==> config.mk <==
export PLATFORM = sky130hd
export DESIGN_NAME = lcfg_port
export DESIGN_NICKNAME = d
export VERILOG_FILES = /design/src/rtl/lcfg_pkg.sv /design/src/rtl/lcfg_host_if.sv /design/src/rtl/lcfg_bar.sv /design/src/rtl/lcfg_regfile.sv /design/src/rtl/lcfg_port.sv
export SDC_FILE = /design/constraint.sdc
export NUM_CORES = 1
export LEC_CHECK = 0
export BUFFER_PORTS_ARGS = -buffer_cell sky130_fd_sc_hd__buf_4
export CAP_MARGIN = 0
export CORE_ASPECT_RATIO = 1.1
export CORE_MARGIN = 3
export CORE_UTILIZATION = 35
export DETAILED_ROUTE_END_ITERATION = 10
export SYNTH_ARGS = -nofsm -noshare
export SYNTH_HDL_FRONTEND = slang
export SYNTH_HIERARCHICAL = 1
export SYNTH_SLANG_ARGS = --single-unit
export TNS_END_PERCENT = 10
==> constraint.sdc <==
create_clock -name clk -period 2.7 [get_ports clk]
set_input_delay 0.135 -clock clk [delete_from_list [all_inputs] [get_ports clk]]
set_output_delay 0.135 -clock clk [all_outputs]
set_load 0.01 [all_outputs]
==> src/rtl/lcfg_pkg.sv <==
package lcfg_pkg;
  // port (processor-side) byte offsets
  localparam int unsigned PORT_ADDR_OFF  = 32'h10;
  localparam int unsigned PORT_WDATA_OFF = 32'h14;
  localparam int unsigned PORT_RDATA_OFF = 32'h18;

  // control word fields
  localparam int unsigned WFLAG_BIT = 16;
  localparam int unsigned BEN_LSB   = 20;

  // configuration dword indices (offset / 4)
  localparam int unsigned IDX_CMDSTS = 1;
  localparam int unsigned IDX_BAR0   = 4;
  localparam int unsigned NUM_BAR    = 6;
  localparam int unsigned IDX_RTO    = 16;
  localparam int unsigned MABORT_BIT = 29;

  function automatic logic [31:0] lane_merge(input logic [31:0] old_v,
                                             input logic [31:0] new_v,
                                             input logic [3:0]  ben_n);
    logic [31:0] m;
    for (int k = 0; k < 4; k++) m[8*k +: 8] = {8{~ben_n[k]}};
    return (old_v & ~m) | (new_v & m);
  endfunction
endpackage

==> src/rtl/lcfg_host_if.sv <==
module lcfg_host_if
  import lcfg_pkg::*;
#(
  parameter int PORT_AW = 8,
  parameter int CFG_AW  = 8,
  localparam int IDX_W  = CFG_AW - 2
) (
  input  logic               clk,
  input  logic               rst,
  input  logic               bus_wr_i,
  input  logic               bus_rd_i,
  input  logic [PORT_AW-1:0] bus_addr_i,
  input  logic [31:0]        bus_wdata_i,
  output logic [31:0]        bus_rdata_o,
  input  logic [31:0]        cfg_rdata_i,
  output logic [IDX_W-1:0]   cfg_idx_o,
  output logic [3:0]         cfg_ben_o,
  output logic               cfg_we_o,
  output logic               wflag_o
);
  localparam logic [PORT_AW-1:0] A_OFF = PORT_AW'(PORT_ADDR_OFF);
  localparam logic [PORT_AW-1:0] W_OFF = PORT_AW'(PORT_WDATA_OFF);
  localparam logic [PORT_AW-1:0] R_OFF = PORT_AW'(PORT_RDATA_OFF);

  logic [31:0] ctl_q;
  logic [31:0] rdata_q;

  assign wflag_o   = ctl_q[WFLAG_BIT];
  assign cfg_ben_o = ctl_q[BEN_LSB +: 4];
  assign cfg_idx_o = ctl_q[CFG_AW-1:2];
  assign cfg_we_o  = bus_wr_i && (bus_addr_i == W_OFF) && wflag_o;

  always_ff @(posedge clk) begin
    if (rst) begin
      ctl_q <= '0;
    end else if (bus_wr_i && bus_addr_i == A_OFF) begin
      ctl_q <= bus_wdata_i;
    end
  end

  always_ff @(posedge clk) begin
    if (rst) begin
      rdata_q <= '0;
    end else if (bus_rd_i) begin
      if (bus_addr_i == A_OFF)      rdata_q <= ctl_q;
      else if (bus_addr_i == R_OFF) rdata_q <= wflag_o ? 32'h0 : cfg_rdata_i;
      else                          rdata_q <= 32'h0;
    end
  end

  assign bus_rdata_o = rdata_q;
endmodule

==> src/rtl/lcfg_bar.sv <==
module lcfg_bar
  import lcfg_pkg::*;
#(
  parameter bit IS_IO     = 1'b0,
  parameter int SIZE_LOG2 = 24
) (
  input  logic        clk,
  input  logic        rst,
  input  logic        we_i,
  input  logic [3:0]  ben_i,
  input  logic [31:0] wdata_i,
  output logic [31:0] val_o
);
  localparam logic [31:0] KEEP = ~((32'h1 << SIZE_LOG2) - 32'h1);

  logic [31:0] base_q;

  always_ff @(posedge clk) begin
    if (rst)       base_q <= '0;
    else if (we_i) base_q <= lane_merge(base_q, wdata_i, ben_i) & KEEP;
  end

  assign val_o = (base_q & KEEP) | {31'h0, IS_IO};
endmodule

==> src/rtl/lcfg_regfile.sv <==
module lcfg_regfile
  import lcfg_pkg::*;
#(
  parameter int CFG_AW       = 8,
  parameter int BAR_MEM_LOG2 = 24,
  parameter int BAR_IO_LOG2  = 8,
  localparam int IDX_W       = CFG_AW - 2
) (
  input  logic             clk,
  input  logic             rst,
  input  logic [IDX_W-1:0] idx_i,
  input  logic [3:0]       ben_i,
  input  logic             we_i,
  input  logic [31:0]      wdata_i,
  input  logic             mabort_i,
  output logic [31:0]      rdata_o,
  output logic [15:0]      cmd_o,
  output logic [31:0]      rto_o,
  output logic             ma_o
);
  localparam logic [IDX_W-1:0] I_CS  = IDX_W'(IDX_CMDSTS);
  localparam logic [IDX_W-1:0] I_RTO = IDX_W'(IDX_RTO);

  logic [15:0] cmd_q;
  logic        ma_q;
  logic [31:0] rto_q;
  logic [31:0] bar_val [NUM_BAR];
  logic        ma_clr;

  assign ma_clr = we_i && idx_i == I_CS && !ben_i[3] && wdata_i[MABORT_BIT];

  always_ff @(posedge clk) begin
    if (rst) begin
      cmd_q <= '0;
      ma_q  <= 1'b0;
      rto_q <= '0;
    end else begin
      if (we_i && idx_i == I_CS)
        cmd_q <= lane_merge({16'h0, cmd_q}, wdata_i, ben_i)[15:0];
      if (we_i && idx_i == I_RTO)
        rto_q <= lane_merge(rto_q, wdata_i, ben_i);
      // set has priority over a simultaneous clear
      ma_q <= (ma_q && !ma_clr) || mabort_i;
    end
  end

  for (genvar b = 0; b < NUM_BAR; b++) begin : g_bar
    localparam bit IO = (b == NUM_BAR - 1);
    lcfg_bar #(
      .IS_IO    (IO),
      .SIZE_LOG2(IO ? BAR_IO_LOG2 : BAR_MEM_LOG2)
    ) u_bar (
      .clk    (clk),
      .rst    (rst),
      .we_i   (we_i && idx_i == IDX_W'(IDX_BAR0 + b)),
      .ben_i  (ben_i),
      .wdata_i(wdata_i),
      .val_o  (bar_val[b])
    );
  end

  always_comb begin
    rdata_o = '0;
    if (idx_i == I_CS) rdata_o = {2'b00, ma_q, 13'h0, cmd_q};
    else if (idx_i == I_RTO) rdata_o = rto_q;
    for (int b = 0; b < NUM_BAR; b++)
      if (idx_i == IDX_W'(IDX_BAR0 + b)) rdata_o = bar_val[b];
  end

  assign cmd_o = cmd_q;
  assign rto_o = rto_q;
  assign ma_o  = ma_q;
endmodule

==> src/rtl/lcfg_port.sv <==
module lcfg_port
  import lcfg_pkg::*;
#(
  parameter int PORT_AW      = 8,
  parameter int CFG_AW       = 8,
  parameter int BAR_MEM_LOG2 = 24,
  parameter int BAR_IO_LOG2  = 8
) (
  input  logic               clk,
  input  logic               rst,
  input  logic               bus_wr_i,
  input  logic               bus_rd_i,
  input  logic [PORT_AW-1:0] bus_addr_i,
  input  logic [31:0]        bus_wdata_i,
  output logic [31:0]        bus_rdata_o,
  input  logic               mabort_i,
  output logic [15:0]        cmd_o,
  output logic [7:0]         retry_lim_o,
  output logic [7:0]         ready_lim_o
);
  localparam int IDX_W = CFG_AW - 2;

  logic [IDX_W-1:0] cfg_idx;
  logic [3:0]       cfg_ben;
  logic             cfg_we;
  logic             wflag;
  logic [31:0]      cfg_rdata;
  logic [31:0]      rto;
  logic             ma_sts;

  lcfg_host_if #(.PORT_AW(PORT_AW), .CFG_AW(CFG_AW)) u_if (
    .clk        (clk),
    .rst        (rst),
    .bus_wr_i   (bus_wr_i),
    .bus_rd_i   (bus_rd_i),
    .bus_addr_i (bus_addr_i),
    .bus_wdata_i(bus_wdata_i),
    .bus_rdata_o(bus_rdata_o),
    .cfg_rdata_i(cfg_rdata),
    .cfg_idx_o  (cfg_idx),
    .cfg_ben_o  (cfg_ben),
    .cfg_we_o   (cfg_we),
    .wflag_o    (wflag)
  );

  lcfg_regfile #(
    .CFG_AW(CFG_AW), .BAR_MEM_LOG2(BAR_MEM_LOG2), .BAR_IO_LOG2(BAR_IO_LOG2)
  ) u_rf (
    .clk     (clk),
    .rst     (rst),
    .idx_i   (cfg_idx),
    .ben_i   (cfg_ben),
    .we_i    (cfg_we),
    .wdata_i (bus_wdata_i),
    .mabort_i(mabort_i),
    .rdata_o (cfg_rdata),
    .cmd_o   (cmd_o),
    .rto_o   (rto),
    .ma_o    (ma_sts)
  );

  assign ready_lim_o = rto[7:0];
  assign retry_lim_o = rto[15:8];
endmodule

# Word level (Yosys, flattened, before mapping)
# Cells that the tools add are included.
# classes
div,0
shifts,0
mul,0
reduce_logical,17
eq_ne,11
bitwise,22
n_mux,11
addsub,0
magnitude_cmp,0
# ops
op,count
32-bit two-way mux,11
32-bit AND,8
32-bit bitwise OR,7
32-bit NOT,1
6-bit by 3-bit == test with 1-bit output (second input constant),4
8-bit by 5-bit == test with 1-bit output (second input constant),3
16-bit AND,1
16-bit bitwise OR,1
1-bit logical AND,14
6-bit by 4-bit == test with 1-bit output (second input constant),2
6-bit by 1-bit == test with 1-bit output (second input constant),1
6-bit by 5-bit == test with 1-bit output (second input constant),1
1-bit NOT,4
1-bit zero test,2
1-bit logical OR,1
# word_totals
wordCells,72
mem_bits_rw,0
ff_bits,177
mem_bits_ro,0
latch_bits,0
memories,0
input_bits,45

# Logic depth before layout (Yosys ltp)
# Gate-level depths: netlist (run 1).
# logic_depth
ltp_word,12
depth_mapped,10

# Cells and area by module
# The synthesis (run 1) kept the hierarchy.
# modules_own_cells
mod,area_per_inst_um2,instances,cells_each,seq_area_each_um2
lcfg_regfile,4215.3,1,547,980.9
lcfg_host_if,3283.1,1,336,1281.2
lcfg_bar at u_rf.g_bar[0].u_bar ...,546.8,5,59,160.2
lcfg_bar at u_rf.g_bar[5].u_bar,1154.9,1,116,480.5

# Worst setup path before layout (run 1)
# OpenSTA, ideal clock, no wires.
# synth_timing
kind,reg2reg
start,register u_if.ctl_q[2]
end,register with a tool-made name
slack_ps,557
setup_time_ps,122
arrival_ps,2021
t_required_ps,2578
path_stages_with_launch,10
path_cell_list,dfxtp_1 buf_4 buf_2 buf_4 buf_2 nor2b_1 and3_1 buf_6 and2b_4 o21ai_0
# synth_lines
item,line_no,text
from (decl),lcfg_host_if.sv:25,logic [31:0] ctl_q;
from (signal assigned),lcfg_host_if.sv:37,ctl_q <= bus_wdata_i;

==> results of run 1 <==
-- logic make-up (layout without fill, tap and decap cells) --
logic type / count (synthesis) / count (layout) / synth area share
buffers and inverters: 236 / 205 / 0.139
flip-flops: 177 / 177 / 0.311
AND/OR/NAND/NOR: 486 / 486 / 0.282
AO/OA/AOI/OAI: 300 / 300 / 0.186
other: 7 / 128 / 0.00231
multiplexers: 88 / 88 / 0.0785
-- worst max-delay path: stages, from the launching register on --
cell and delay (ps):
dfxtp_2 390, buf_4 330, nor2b_1 750, and3_1 520, and2b_4 290, o21ai_1 90
-- cell usage after synthesis, drive strengths merged, types with 2 or more instances --
cell type / number
buf: 195
dfxtp: 177
nand2b: 163
a21oi: 97
mux2i: 78
o21ai: 68
nand4bb: 64
nor2b: 59
nand2: 47
nand3: 45
o32ai: 45
nor2: 41
clkbuf: 39
a22oi: 27
nor3: 27
a221oi: 19
and3: 16
mux2: 10
a211oi: 9
o22ai: 9
o311ai: 9
and2b: 8
conb: 7
o221a: 6
nor4b: 5
and2: 4
o2bb2ai: 4
a221o: 2
a31oi: 2
inv: 2
or4b: 2
-- worst max-delay path by stage --
stage | from | end | slack, ps | depth (start not counted)
6_report | u_if/ctl_q[3] | flop | 210 | 5
5_1_grt | u_if/ctl_q[3] | flop | 80 | 5
4_1_cts | u_if/ctl_q[4] | u_if/bus_rdata_o[26] | 210 | 8
3_5_place_dp | u_if/ctl_q[4] | u_if/bus_rdata_o[26] | 210 | 8
3_3_place_gp | u_if/ctl_q[4] | u_if/bus_rdata_o[26] | 240 | 8
2_1_floorplan | u_if/ctl_q[2] | flop | 560 | 9
-- layout make-up --
| type | count | area (µm²) |
|---|---|---|
| Fill cell | 3177 | 19000 |
| Multi-Input combinational cell | 1002 | 6710 |
| Sequential cell | 177 | 3550 |
| Timing Repair Buffer | 173 | 1410 |
| Tap cell | 420 | 526 |
| Clock buffer | 22 | 454 |
| Clock inverter | 8 | 106 |
| Inverter | 2 | 7.51 |
-- power by group --
group,internal (mW),switching (mW),leakage (nW)
registers,2.61,0.00105,1.43
logic,0.153,0.210,2.86
clock network,1.38,1.06,0.263
-- metal layers --
layer	wire, µm	vias to the layer above	track usage	part of all wire
met4	654	0	0.0451	0.019
met5	0	-	0	0
met3	1920	52	0.0298	0.056
li1	-	4577	-	-
met1	15400	4596	0.261	0.45
met2	16300	339	0.314	0.48
==> impl_metrics.yaml, run 1 <==
synth:
  synth_cell_types: 55
  synthFlopType: "dfxtp_1"
  synth_edf_count: 0
  ys_top_cells_by_area: "dfxtp_1 (31%), buf_4 (9.8%), nand2b_1 (9.0%)"
  ys_ff_latch: 177
  yosysWarnings: 6
  syn_avg_cell_area_um2: 8.80
  syn_area_um2: 11400
  async_flop_share: 0
  yosys.area.top_type: "dfxtp_1"
  yosysSeqAreaShare: 0.311
  syn_inst: 1294
  yosysTopAreaCellShare: 0.311
place:
  finalWeightedCongestion: 0.869
  placed_cells: 1756
  dpl_worst_slack_ps: 211
  dpl_cell_area_um2: 12000
  place_hpwl_mm: 23.7
  numPortBuffers: 108
final_layout:
  num_antenna_cells: 0
  instances_no_fill: 1804
  final_common_cell: "dfxtp_1"
  utilization: 0.402
  areaGrowthSynthToFinish_pct: 12.1
  nets: 1418
  drive_above_1_share: 0.180
  final_cell_mix: "dfxtp_1 (175), nand2b_1 (163), buf_4 (149), conb_1 (128), a21oi_1 (97)"
  design_area_um2: 12800
cts:
  clock_sinks: 177
  clk_path_buf_depth: 2
  postCtsSetupBuffers: 0
  cts_resized: 0
  cts_hold_buf: 18
  insertion_delay_ps: 430
  cts_tree: "yes"
  clk_pin_slew_ps: 70
  cts-root-buf: "clkbuf_16"
  cts_max_level: 4
  cts_made_buffers: 17
drt:
  wl_per_cell_um: 19.0
  via_count: 9564
  drt_first_pass_iters: 5
  drc_errors: 0
  drtIter0Drc: 834
  avgViaCountPerCell: 5.30
  wirelength_mm: 34.2
  ant_nets: 0
timing:
  skew_ps: 11.4
  period_share: 0.921
  setup_viol: 0
  finalMaxSlewViolations: 0
  fin_crit_ps: 2490
  tightestPinTransition_ps: 877
  maxSlewHeadroom: 0.414
  fin_setup_tns_ps: 0
  rsz0062_at_grt: "no"
  hold_ws_ps: 13.7
  layout_setup_ws_ps: 214
  fmax_mhz: 402
  hold_viol_final: 0
power:
  p_leak_nw: 4.55
  vdd_ir_drop_max_v: 0.000353
  power_density_nw_per_um2: 424
  power_mw: 5.42
global_routing:
  grt_overflow: 0
  grt_usage: 0.191
  grt_pass1_wl_mm: 52.2
  antenna_found_initial: 0
  grt_pass1_vias: 8867
  grt_max_degree: 104
critical_path:
  crit_fanout: 29
  startpoint_type: "flop"
  required_ps: 3020
  rr_startpoint: "u_if/ctl_q[3]"
  ff2ff_setup_slack_ps: 210
  end_kind: "flop"
  cp.arrival_ps: 2800
  criticalPathCategory: "flop to flop"
  worstRegToRegCells: 5
min_path:
  worstHoldPathCells: 3
  hp-class: "input port to flop"
  holdPathEnd: "u_if/ctl_q[11]"
  min_from: "bus_wdata_i[11]"
floorplanning:
  die_area_um2: 34700
  die_y_um: 195
  rows: 68
  die_x_um: 178
  start_util: 0.359
  fp.coreArea_um2: 31700
  io_pins: 109
job:
  cap_violations: 0
run_status:
  status: "finished clean"
Note: power is estimated with default switching activity, not from simulation.
==> inputs of run 2 (changes only) <==
--- a/config.mk
+++ b/config.mk
@@ -9,8 +9,9 @@
 export CAP_MARGIN = 0
 export CORE_ASPECT_RATIO = 1.1
 export CORE_MARGIN = 3
-export CORE_UTILIZATION = 35
+export CORE_UTILIZATION = 61
 export DETAILED_ROUTE_END_ITERATION = 10
+export PLACE_DENSITY = 0.82
 export SYNTH_ARGS = -nofsm -noshare
 export SYNTH_HDL_FRONTEND = slang
 export SYNTH_HIERARCHICAL = 1
==> impl_metrics.yaml, run 2 (same netlist as run 1, synthesis figures left out) <==
min_path:
  hp-class: "input port to flop"
  min_from: "bus_wdata_i[23]"
drt:
  ant_nets: 0
  avgViaCountPerCell: 6.16
  wirelength_mm: 33.3
  wl_per_cell_um: 20.4
  drt_first_pass_iters: 6
  drc_errors: 0
  via_count: 10100
  drtIter0Drc: 1396
cts:
  clk_pin_slew_ps: 70
  clk_path_buf_depth: 2
  insertion_delay_ps: 430
  cts_made_buffers: 17
  cts_resized: 0
  cts_max_level: 4
  cts_tree: "yes"
  clock_sinks: 177
  cts-root-buf: "clkbuf_16"
global_routing:
  grt_overflow: 0
  grt_pass1_wl_mm: 51.3
  busiest_layer: "met2"
  use_met3: 0.0580
  met1_usage: 0.408
  grt_pass1_vias: 9583
  grt_usage: 0.319
  grt_max_degree: 180
  grtUsageMet2: 0.510
  antenna_found_initial: 0
timing:
  fmax_mhz: 398
  fin_crit_ps: 2510
  period_share: 0.930
  fin_setup_tns_ps: 0
  hold_viol_final: 0
  finalMaxSlewViolations: 0
  rsz0062_at_grt: "no"
  maxSlewHeadroom: 0.448
  setup_viol: 0
  skew_ps: 9.21
  tightestPinTransition_ps: 828
critical_path:
  setup.worst_path.end: "u_if/bus_rdata_o[23]"
  criticalPathCategory: "flop to flop"
  rr_startpoint: "u_if/ctl_q[4]"
  crit_fanout: 24
  startpoint_type: "flop"
  crit_chain: "or4b_1 > buf_4 > buf_4 > nor3_2 > a21oi_1 > o32ai_1 > a21oi_1 > o32ai_2"
  setup.worst_path.start: "u_if/ctl_q[4]"
  required_ps: 3050
  worstRegToRegCells: 8
  end_kind: "flop"
  reg2reg_to: "u_if/bus_rdata_o[23]"
  critical_path.max_stage_delay_ps: 520
  cp.arrival_ps: 2860
  ff2ff_setup_slack_ps: 190
  slowest_stage: "dfxtp_1"
final_layout:
  num_antenna_cells: 0
  drive_above_1_share: 0.187
  nets: 1431
  final_common_cell: "dfxtp_1"
  utilization: 0.705
  areaGrowthSynthToFinish_pct: 11.3
  final_cell_mix: "dfxtp_1 (175), nand2b_1 (163), buf_4 (158), conb_1 (128), a21oi_1 (97)"
power:
  power_density_nw_per_um2: 442
  vdd_ir_drop_max_v: 0.000430
  p_leak_nw: 4.64
floorplanning:
  io_pins: 109
  rows: 51
  start_util: 0.633
  die_area_um2: 20300
  die_y_um: 149
  die_x_um: 136
  fp.coreArea_um2: 18000
place:
  place_hpwl_mm: 21.9
  finalWeightedCongestion: 0.886
  numPortBuffers: 108
job:
  cap_violations: 0
run_status:
  status: "finished clean"
[run 2: cell types whose count changed in the layout (fill, tap and decap cells not counted), moves of 2 or more]
cell / previous run / this run
buf_4: 149 / 158
dlygate4sd3_1: 18 / 24
clkbuf_1: 4 / 1
inv_6: 1 / 4
buf_12: 5 / 3
clkinv_2: 0 / 2
[run 2: repair_timing]
| action | CTS | global route |
|---|---|---|
| hold buffers | 24 | 0 |
| endpoints found under the hold margin | 52 | 0 |
| buffers inserted | 0 | 0 |
[run 2: area by class of cell]
cell class / instances / area [µm²]
Multi-Input combinational cell: 1002 / 6710
Fill cell: 1384 / 5320
Sequential cell: 177 / 3550
Timing Repair Buffer: 186 / 1500
Clock buffer: 19 / 443
Tap cell: 238 / 298
Clock inverter: 13 / 170
Inverter: 2 / 7.51
[run 2: worst max-delay path, delay by kind of cell (launching register included)]
kind                   cells  cell delay, ps
AOI/OAI and AO/OA          4             700
and+or+nand+nor            2             680
DFF                        1             520
buffers and inverters      2             500
[run 2: worst min-delay path by stage]
stage,slack (ps),to,cells past startpoint
6_report,30,flop,3
5_1_grt,20,flop,3
4_1_cts,10,flop,3
3_5_place_dp,390,u_rf/ma_o,2
3_3_place_gp,390,u_rf/ma_o,2
2_1_floorplan,280,u_rf/ma_o,1
[run 2: per-stage QoR]
stage          std cells  total power [mW]  instance area, µm²  hold slack (ps)  worst slack, ps
2_1_floorplan       1415              2.99               11800              277              557
3_3_place_gp        1581              2.99               11800              387              326
3_5_place_dp        1581              2.99               11800              386              269
4_1_cts             1637              5.60               12700             9.96              241
5_1_grt             1637              5.73               12700             22.8             74.5
6_report            1637              5.61               12700             26.4              189
[run 2: metal layers]
layer / vias to the layer above / wire (µm)
li1: 4596 / -
met1: 4780 / 12900
met2: 586 / 15800
met3: 128 / 3020
met4: 0 / 1630
met5: - / 0
[run 2: report_power, final]
group	switching, mW	internal, mW
Clock	1.13	1.50
Sequential	0.00101	2.61
Combinational	0.207	0.159
